<file path="src/rtl/peer_msg_pkg.sv">
`timescale 1ns/1ps
package peer_msg_pkg;
  typedef enum logic [2:0] {
    ERR_NONE      = 3'd0,
    ERR_VERSION   = 3'd1,
    ERR_IDENT     = 3'd2,
    ERR_RANGE     = 3'd3,
    ERR_DUP_MEM   = 3'd4,
    ERR_VEC_FULL  = 3'd5,
    ERR_DISC_SELF = 3'd6,
    ERR_PEER_OVF  = 3'd7
  } err_e;

  typedef enum logic [2:0] {
    PH_VERSION,
    PH_IDENT,
    PH_WAIT_MEM,
    PH_RUN,
    PH_HALT
  } phase_e;
endpackage

</file>
<file path="src/rtl/peer_msg_asm.sv">
`timescale 1ns/1ps
module peer_msg_asm #(
  parameter int BYTES = 8
) (
  input  logic               clk,
  input  logic               rst,
  input  logic               in_valid,
  input  logic [7:0]         in_byte,
  input  logic               in_handle,
  output logic               msg_valid,
  output logic [BYTES*8-1:0] msg_data,
  output logic               msg_handle
);
  localparam int MW = BYTES * 8;
  localparam int CW = (BYTES > 1) ? $clog2(BYTES) : 1;

  logic [CW-1:0] beat_cnt;
  logic [MW-1:0] shreg;
  logic          last_beat;

  assign last_beat = in_valid && (beat_cnt == CW'(BYTES - 1));

  always_ff @(posedge clk) begin
    if (rst) begin
      beat_cnt  <= '0;
      msg_valid <= 1'b0;
    end else begin
      msg_valid <= last_beat;
      if (in_valid) beat_cnt <= last_beat ? '0 : beat_cnt + 1'b1;
    end
  end

  // first byte ends at the bottom after BYTES shifts (little-endian)
  always_ff @(posedge clk) begin
    if (in_valid) shreg <= {in_byte, shreg[MW-1:8]};
    if (last_beat) begin
      msg_data   <= {in_byte, shreg[MW-1:8]};
      msg_handle <= in_handle;
    end
  end

  p_frame_r1: assert property (@(posedge clk) disable iff (rst)
    msg_valid |-> $past(in_valid));
  p_single_r1: assert property (@(posedge clk) disable iff (rst)
    msg_valid |=> !msg_valid);
endmodule

</file>
<file path="src/rtl/peer_vec_table.sv">
`timescale 1ns/1ps
module peer_vec_table #(
  parameter int DEPTH = 64,
  parameter int AW    = 6,
  parameter int CNTW  = 2
) (
  input  logic            clk,
  input  logic            rst,
  input  logic            rd_en,
  input  logic [AW-1:0]   rd_addr,
  output logic [CNTW-1:0] rd_cnt,
  input  logic            wr_en,
  input  logic [AW-1:0]   wr_addr,
  input  logic [CNTW-1:0] wr_cnt
);
  logic [CNTW-1:0] mem [DEPTH];
  logic [DEPTH-1:0] vld;
  logic [CNTW-1:0] cnt_q;
  logic            vld_q;

  // plain synchronous-read RAM, no reset on the array
  always_ff @(posedge clk) begin
    if (wr_en) mem[wr_addr] <= wr_cnt;
    if (rd_en) cnt_q <= mem[rd_addr];
  end

  // per-entry valid bits stand in for clearing the RAM at reset
  always_ff @(posedge clk) begin
    if (rst) begin
      vld   <= '0;
      vld_q <= 1'b0;
    end else begin
      if (wr_en) vld[wr_addr] <= 1'b1;
      if (rd_en) vld_q <= vld[rd_addr];
    end
  end

  assign rd_cnt = vld_q ? cnt_q : '0;

  p_wr_range_r11: assert property (@(posedge clk) disable iff (rst)
    wr_en |-> (int'(wr_addr) < DEPTH));
  p_no_rw_clash_r7: assert property (@(posedge clk) disable iff (rst)
    !(wr_en && rd_en));
endmodule

</file>
<file path="src/rtl/peer_msg_ctrl.sv">
`timescale 1ns/1ps
module peer_msg_ctrl
  import peer_msg_pkg::*;
#(
  parameter logic [63:0] PROTO_VER  = 64'd0,
  parameter int          MAX_PEERS  = 64,
  parameter int          NUM_VECS   = 2,
  parameter int          INIT_PEERS = 16,
  parameter int          AW         = 6,
  parameter int          CNTW       = 2,
  parameter int          TW         = 7
) (
  input  logic            clk,
  input  logic            rst,
  input  logic            msg_valid,
  input  logic [63:0]     msg_data,
  input  logic            msg_handle,
  output logic            rd_en,
  output logic [AW-1:0]   rd_addr,
  input  logic [CNTW-1:0] rd_cnt,
  output logic            wr_en,
  output logic [AW-1:0]   wr_addr,
  output logic [CNTW-1:0] wr_cnt,
  output logic            conn_pulse,
  output logic [15:0]     conn_peer,
  output logic [CNTW-1:0] conn_vec,
  output logic            conn_local,
  output logic            disc_pulse,
  output logic [15:0]     disc_peer,
  output logic            mem_ready,
  output logic            setup_done,
  output logic [15:0]     local_id,
  output logic [TW-1:0]   tbl_size,
  output err_e            err_code
);
  phase_e      phase;
  logic        eval_q;
  logic        is_m1, too_low, too_high, in_range, peer_ovf, vec_full, is_self, active;
  logic [15:0] peer;

  assign rd_en   = msg_valid;
  assign rd_addr = msg_data[AW-1:0];

  always_comb begin
    peer     = msg_data[15:0];
    is_m1    = &msg_data;
    too_low  = msg_data[63] && !is_m1;
    too_high = !msg_data[63] && (|msg_data[63:16]);
    in_range = !too_low && !too_high && !is_m1;
    peer_ovf = {16'd0, peer} >= 32'(MAX_PEERS);
    vec_full = rd_cnt >= CNTW'(NUM_VECS);
    is_self  = peer == local_id;
    active   = eval_q && (phase == PH_WAIT_MEM || phase == PH_RUN);
    wr_addr  = peer[AW-1:0];
    wr_cnt   = msg_handle ? rd_cnt + 1'b1 : '0;
    wr_en    = active && in_range && !peer_ovf &&
               (msg_handle ? !vec_full : !is_self);
  end

  always_ff @(posedge clk) begin
    if (rst) begin
      phase      <= PH_VERSION;
      eval_q     <= 1'b0;
      conn_pulse <= 1'b0;
      conn_peer  <= '0;
      conn_vec   <= '0;
      conn_local <= 1'b0;
      disc_pulse <= 1'b0;
      disc_peer  <= '0;
      mem_ready  <= 1'b0;
      setup_done <= 1'b0;
      local_id   <= '0;
      tbl_size   <= TW'(INIT_PEERS);
      err_code   <= ERR_NONE;
    end else begin
      eval_q     <= msg_valid;
      conn_pulse <= 1'b0;
      conn_local <= 1'b0;
      disc_pulse <= 1'b0;
      mem_ready  <= 1'b0;
      setup_done <= 1'b0;
      if (eval_q) begin
        case (phase)
          PH_VERSION: begin
            if (msg_handle || msg_data != PROTO_VER) begin
              err_code <= ERR_VERSION;
              phase    <= PH_HALT;
            end else begin
              phase <= PH_IDENT;
            end
          end
          PH_IDENT: begin
            if (msg_handle || msg_data[63] || (|msg_data[63:16])) begin
              err_code <= ERR_IDENT;
              phase    <= PH_HALT;
            end else begin
              local_id <= peer;
              phase    <= PH_WAIT_MEM;
            end
          end
          PH_WAIT_MEM, PH_RUN: begin
            if (too_low || too_high) begin
              err_code <= ERR_RANGE;
            end else if (is_m1) begin
              if (phase == PH_RUN) begin
                err_code <= ERR_DUP_MEM;
              end else begin
                mem_ready  <= 1'b1;
                setup_done <= 1'b1;
                phase      <= PH_RUN;
              end
            end else if (peer_ovf) begin
              err_code <= ERR_PEER_OVF;
            end else begin
              if (peer >= 16'(tbl_size)) tbl_size <= TW'(peer) + 1'b1;
              if (msg_handle) begin
                if (vec_full) begin
                  err_code <= ERR_VEC_FULL;
                end else begin
                  conn_pulse <= 1'b1;
                  conn_peer  <= peer;
                  conn_vec   <= rd_cnt;
                  conn_local <= is_self;
                end
              end else if (is_self) begin
                err_code <= ERR_DISC_SELF;
              end else begin
                disc_pulse <= 1'b1;
                disc_peer  <= peer;
              end
            end
          end
          default: ;
        endcase
      end
    end
  end

  p_halt_sticky_r2: assert property (@(posedge clk) disable iff (rst)
    (phase == PH_HALT) |=> (phase == PH_HALT));
  p_done_with_mem_r4: assert property (@(posedge clk) disable iff (rst)
    setup_done |-> mem_ready);
  p_vec_bound_r8: assert property (@(posedge clk) disable iff (rst)
    conn_pulse |-> (conn_vec < CNTW'(NUM_VECS)));
  p_disc_not_self_r9: assert property (@(posedge clk) disable iff (rst)
    disc_pulse |-> (disc_peer != local_id));
  p_tbl_grow_r10: assert property (@(posedge clk) disable iff (rst)
    tbl_size >= $past(tbl_size));
  p_tbl_cap_r11: assert property (@(posedge clk) disable iff (rst)
    32'(tbl_size) <= 32'(MAX_PEERS));
  p_one_event_r12: assert property (@(posedge clk) disable iff (rst)
    $onehot0({conn_pulse, disc_pulse, mem_ready}));
  p_conn_short_r12: assert property (@(posedge clk) disable iff (rst)
    conn_pulse |=> !conn_pulse);
endmodule

</file>
<file path="src/rtl/peer_msg_decoder.sv">
`timescale 1ns/1ps
module peer_msg_decoder
  import peer_msg_pkg::*;
#(
  parameter logic [63:0] PROTO_VER  = 64'd0,
  parameter int          MAX_PEERS  = 64,
  parameter int          NUM_VECS   = 2,
  parameter int          INIT_PEERS = 16,
  localparam int         AW   = (MAX_PEERS > 1) ? $clog2(MAX_PEERS) : 1,
  localparam int         CNTW = $clog2(NUM_VECS + 1),
  localparam int         TW   = $clog2(MAX_PEERS + 1)
) (
  input  logic            clk,
  input  logic            rst,
  input  logic            in_valid,
  input  logic [7:0]      in_byte,
  input  logic            in_handle,
  output logic            conn_pulse,
  output logic [15:0]     conn_peer,
  output logic [CNTW-1:0] conn_vec,
  output logic            conn_local,
  output logic            disc_pulse,
  output logic [15:0]     disc_peer,
  output logic            mem_ready,
  output logic            setup_done,
  output logic [15:0]     local_id,
  output logic [TW-1:0]   peer_tbl_size,
  output logic [2:0]      err_code
);
  logic            msg_valid, msg_handle;
  logic [63:0]     msg_data;
  logic            rd_en, wr_en;
  logic [AW-1:0]   rd_addr, wr_addr;
  logic [CNTW-1:0] rd_cnt, wr_cnt;
  err_e            err_q;

  peer_msg_asm #(.BYTES(8)) u_asm (
    .clk(clk), .rst(rst), .in_valid(in_valid), .in_byte(in_byte),
    .in_handle(in_handle), .msg_valid(msg_valid), .msg_data(msg_data),
    .msg_handle(msg_handle)
  );

  peer_vec_table #(.DEPTH(MAX_PEERS), .AW(AW), .CNTW(CNTW)) u_tbl (
    .clk(clk), .rst(rst), .rd_en(rd_en), .rd_addr(rd_addr), .rd_cnt(rd_cnt),
    .wr_en(wr_en), .wr_addr(wr_addr), .wr_cnt(wr_cnt)
  );

  peer_msg_ctrl #(
    .PROTO_VER(PROTO_VER), .MAX_PEERS(MAX_PEERS), .NUM_VECS(NUM_VECS),
    .INIT_PEERS(INIT_PEERS), .AW(AW), .CNTW(CNTW), .TW(TW)
  ) u_ctrl (
    .clk(clk), .rst(rst), .msg_valid(msg_valid), .msg_data(msg_data),
    .msg_handle(msg_handle), .rd_en(rd_en), .rd_addr(rd_addr), .rd_cnt(rd_cnt),
    .wr_en(wr_en), .wr_addr(wr_addr), .wr_cnt(wr_cnt),
    .conn_pulse(conn_pulse), .conn_peer(conn_peer), .conn_vec(conn_vec),
    .conn_local(conn_local), .disc_pulse(disc_pulse), .disc_peer(disc_peer),
    .mem_ready(mem_ready), .setup_done(setup_done), .local_id(local_id),
    .tbl_size(peer_tbl_size), .err_code(err_q)
  );

  assign err_code = err_q;
endmodule

</file>
<file path="config.mk">
export PLATFORM = sky130hd
export DESIGN_NAME = peer_msg_decoder
export DESIGN_NICKNAME = d
export VERILOG_FILES = /design/src/rtl/peer_msg_pkg.sv /design/src/rtl/peer_msg_asm.sv /design/src/rtl/peer_vec_table.sv /design/src/rtl/peer_msg_ctrl.sv /design/src/rtl/peer_msg_decoder.sv
export SDC_FILE = /design/constraint.sdc
export NUM_CORES = 1
export LEC_CHECK = 0
export ABC_AREA = 1
export BUFFER_PORTS_ARGS = -buffer_cell sky130_fd_sc_hd__buf_2
export CAP_MARGIN = 20
export CORE_ASPECT_RATIO = 0.6
export CORE_MARGIN = 2
export CORE_UTILIZATION = 45
export CTS_CLUSTER_SIZE = 16
export DETAILED_ROUTE_END_ITERATION = 16
export SLEW_MARGIN = 10
export SYNTH_ARGS = -nofsm -noshare
export SYNTH_HDL_FRONTEND = slang
export SYNTH_SLANG_ARGS = --single-unit
</file>
<file path="constraint.sdc">
create_clock -name clk -period 2.6 [get_ports clk]
set_input_delay 0.39 -clock clk [delete_from_list [all_inputs] [get_ports clk]]
set_output_delay 0.39 -clock clk [all_outputs]
set_load 0.02 [all_outputs]
</file>
==> flow_summary.ini <==
[placed_design]
place_ws_ns = 0.06700
gp_congestion = 0.8523
post_dp_cell_area_sq_mm = 0.01684
port_buffers = 76
hpwlAfterDp_um = 26850
place_inst = 2039

[synthesis]
yosys.area.top_type = edfxtp_1
avgSynthCellArea_sq_um = 10.35
synth_cells = 1515
synth-seq-cells = 388
yosys_warnings = 0
synth.area.top_cells = edfxtp_1 48%, dfxtp_1 17%, nand2_1 6.5%
ys_types = 43
synth_top_area_share = 0.4807
syn-cell-area_sq_mm = 0.01568
synth_nets = 1538
synth-seq-area-share = 0.6555

[power_and_ir_drop]
p_per_area_mw_per_mm2 = 667.6
leakagePower_nw = 6.793
peakVddDrop_mv = 0.4432

[setup_path]
cpMostUsedCell = nor2_1
rr_worst_depth = 11
max_stage_delay_ns = 0.42
critPathLaunchType = flop
crit_start = u_asm.msg_data[56]$_DFFE_PP_
crit_chain = nor2_1 -> nor3b_1 -> buf_4 -> nand3_1 -> nor2_4 -> nand4_2 -> inv_2 -> nand2_1 -> clkinv_4 -> nand2_2 -> nor2_1
cp_slowest_cell = edfxtp_1
arrival_ns = 2.64
r2r-start = u_asm.msg_data[56]$_DFFE_PP_
worstSetupPathType = flop to flop
reg2reg_slack_ns = 0.19
end_kind = flop
cp_max_fo = 9
required_ns = 2.84
r2r-end = u_tbl.mem[50][0]$_DFFE_PP_

[drt]
ant_nets = 0
drt_iter0_drc = 1140
viasPerCell = 5.346
wirelength_um = 40570
post_drt_wl_per_cell_um = 19.24
vias = 11270
route.detailed.drc = 0
drt_first_pass_iters = 5

[clocking]
clock-root-buffer = clkbuf_16
cts.sinks = 388
cts_htree_levels = 2
cts_inserted_buffers = 37
tritoncts = built
clkTransAtPathRegs_ns = 0.07
worstSkewPairLatency_ns = 0.54
clock_path_buffers = 3

[timing]
tightestPinTransition_ns = 0.6803
slew_headroom = 0.5465
fin_crit_sh = 0.9259
layout_setup_ws_ns = 0.1928
finalCriticalPeriod_ns = 2.407
setup_viol = 0
skew_ns = 0.01602
max_clock_freq_mhz = 415.4
hold_viol_final = 0
maxSlewViolCount = 0

[cells_and_area]
fin_nets = 1645
drive_above_1_share = 0.1565
syn_to_final_growth_pct = 15.71
diodes = 0
post_layout_nonfiller_instances = 2108
stdcell_area_sq_mm = 0.01814
final_cell_mix = 262 x nand2_1, 251 x edfxtp_1, 171 x nor2_1
mostFrequentLayoutCell = nand2_1

[floorplanning]
io_pins = 77
fp.dieW_um = 245.0
core_sq_mm = 0.03403
dieArea_sq_mm = 0.03641
initial_core_util = 0.4608
rows = 52
die_height_um = 148.6

[run]
cap_violations = 0

[global_routing]
grt_pass1_wl_um = 61620
first_global_vias = 10540
antenna_found_initial = 0
grt_usage = 0.2222
grt_overflow = 0
grt_max_degree = 66

[worst_hold_path]
min_to = u_asm.msg_data[56]$_DFFE_PP_
min_path_cells = 1
hold_start = in_byte[0]
hold_class = primary input to flop

[outcome]
status = finished clean
## stage by stage
step	hold slack (ns)	setup TNS, ns	power, W	utilization
floorplan	0.4003	0	0.006770	-
global placement	0.4057	0	0.006837	0.4949
detailed placement	0.4045	0	0.006841	0.4949
CTS	0.002852	0	0.01219	0.5298
global route	0.02905	-0.001276	0.01246	0.5332
finish	0.04181	0	0.01211	0.5332
## cell type report
class / instances / area [sq um]
Multi-Input combinational cell: 878 / 4448
Clock inverter: 16 / 162.7
Timing Repair Buffer: 144 / 993.5
Clock buffer: 50 / 1027
Tap cell: 459 / 574.3
Sequential cell: 388 / 10280
Inverter: 173 / 659.4
Fill cell: 3022 / 15880
## worst max-delay path by stage
| stage | to | slack (ns) | depth (start not counted) |
|---|---|---|---|
| finish | u_tbl.mem[50][0]$_DFFE_PP_ | 0.19 | 11 |
| global route | u_tbl.cnt_q[0]$_DFFE_PP_ | -0.001 | 11 |
| CTS | u_tbl.mem[16][0]$_DFFE_PP_ | 0.03 | 11 |
| detailed placement | u_tbl.mem[56][1]$_DFFE_PP_ | 0.07 | 11 |
| global placement | u_tbl.mem[10][1]$_DFFE_PP_ | 0.10 | 11 |
| floorplan | u_asm.msg_data[0]$_DFFE_PP_ | 0.23 | 4 |
## sequential cells by signal, summed over array words and instances, names as in the netlist, 7 cells and up
register	flops
u_asm.msg_data	64
u_asm.shreg	56
u_ctrl.conn_peer	16
u_ctrl.disc_peer	16
u_ctrl.local_id	16
u_ctrl.tbl_size	7
u_tbl.mem	128
u_tbl.vld	64
## cell families after synthesis
logic type | count (synthesis) | share of synthesized area
flip-flops | 388 | 0.6555
buffers and inverters | 249 | 0.06854
AO/OA/AOI/OAI | 228 | 0.08474
AND/OR/NAND/NOR | 635 | 0.1802
adder cells (fa/ha/maj) | 11 | 0.008777
XOR/XNOR | 4 | 0.002234
## layer usage
layer / GRT usage / vias to the layer above / share of wire
li1: - / 5393 / -
met1: 0.3547 / 5407 / 0.49
met2: 0.2980 / 416 / 0.40
met3: 0.05648 / 53 / 0.092
met4: 0.04939 / 0 / 0.018
met5: 0 / - / 0
## cell usage after synthesis, drive strengths merged
cell     count
xor2         4
o21a         1
dfxtp      137
a211oi       1
a21o         1
edfxtp     251
o2111a       1
and2         1
a221oi      18
nor3b       20
and3         1
nand3       46
nor3        11
nor2       197
o22ai       15
o31ai        1
nand4       82
nand3b       1
buf         45
inv        172
nor4         1
a21oi      110
a31oi        2
clkbuf      31
o2111ai      3
a22o         6
o21ai       51
nand2      275
clkinv       1
ha          11
a22oi       18
## power breakdown
part           total [W]  leakage [nW]  switching, W  internal [W]
Sequential       0.00662          3.57     0.0000350       0.00658
Clock            0.00541         0.578       0.00232       0.00308
Combinational  0.0000875          2.64     0.0000654     0.0000221
## critical path: cells and delay by family (launching register included)
family	cells	cell delay (ns)
buffers and inverters	3	0.39
DFF	1	0.42
and+or+nand+nor	8	1.28
## repair_timing
action,4_1_cts,5_1_grt
hold buffers,0,1
buffers inserted,0,2
resized for setup,0,32
hold endpoints to repair,0,1
endpoints found under the setup margin,0,127
(Power assumes the default switching activity.)
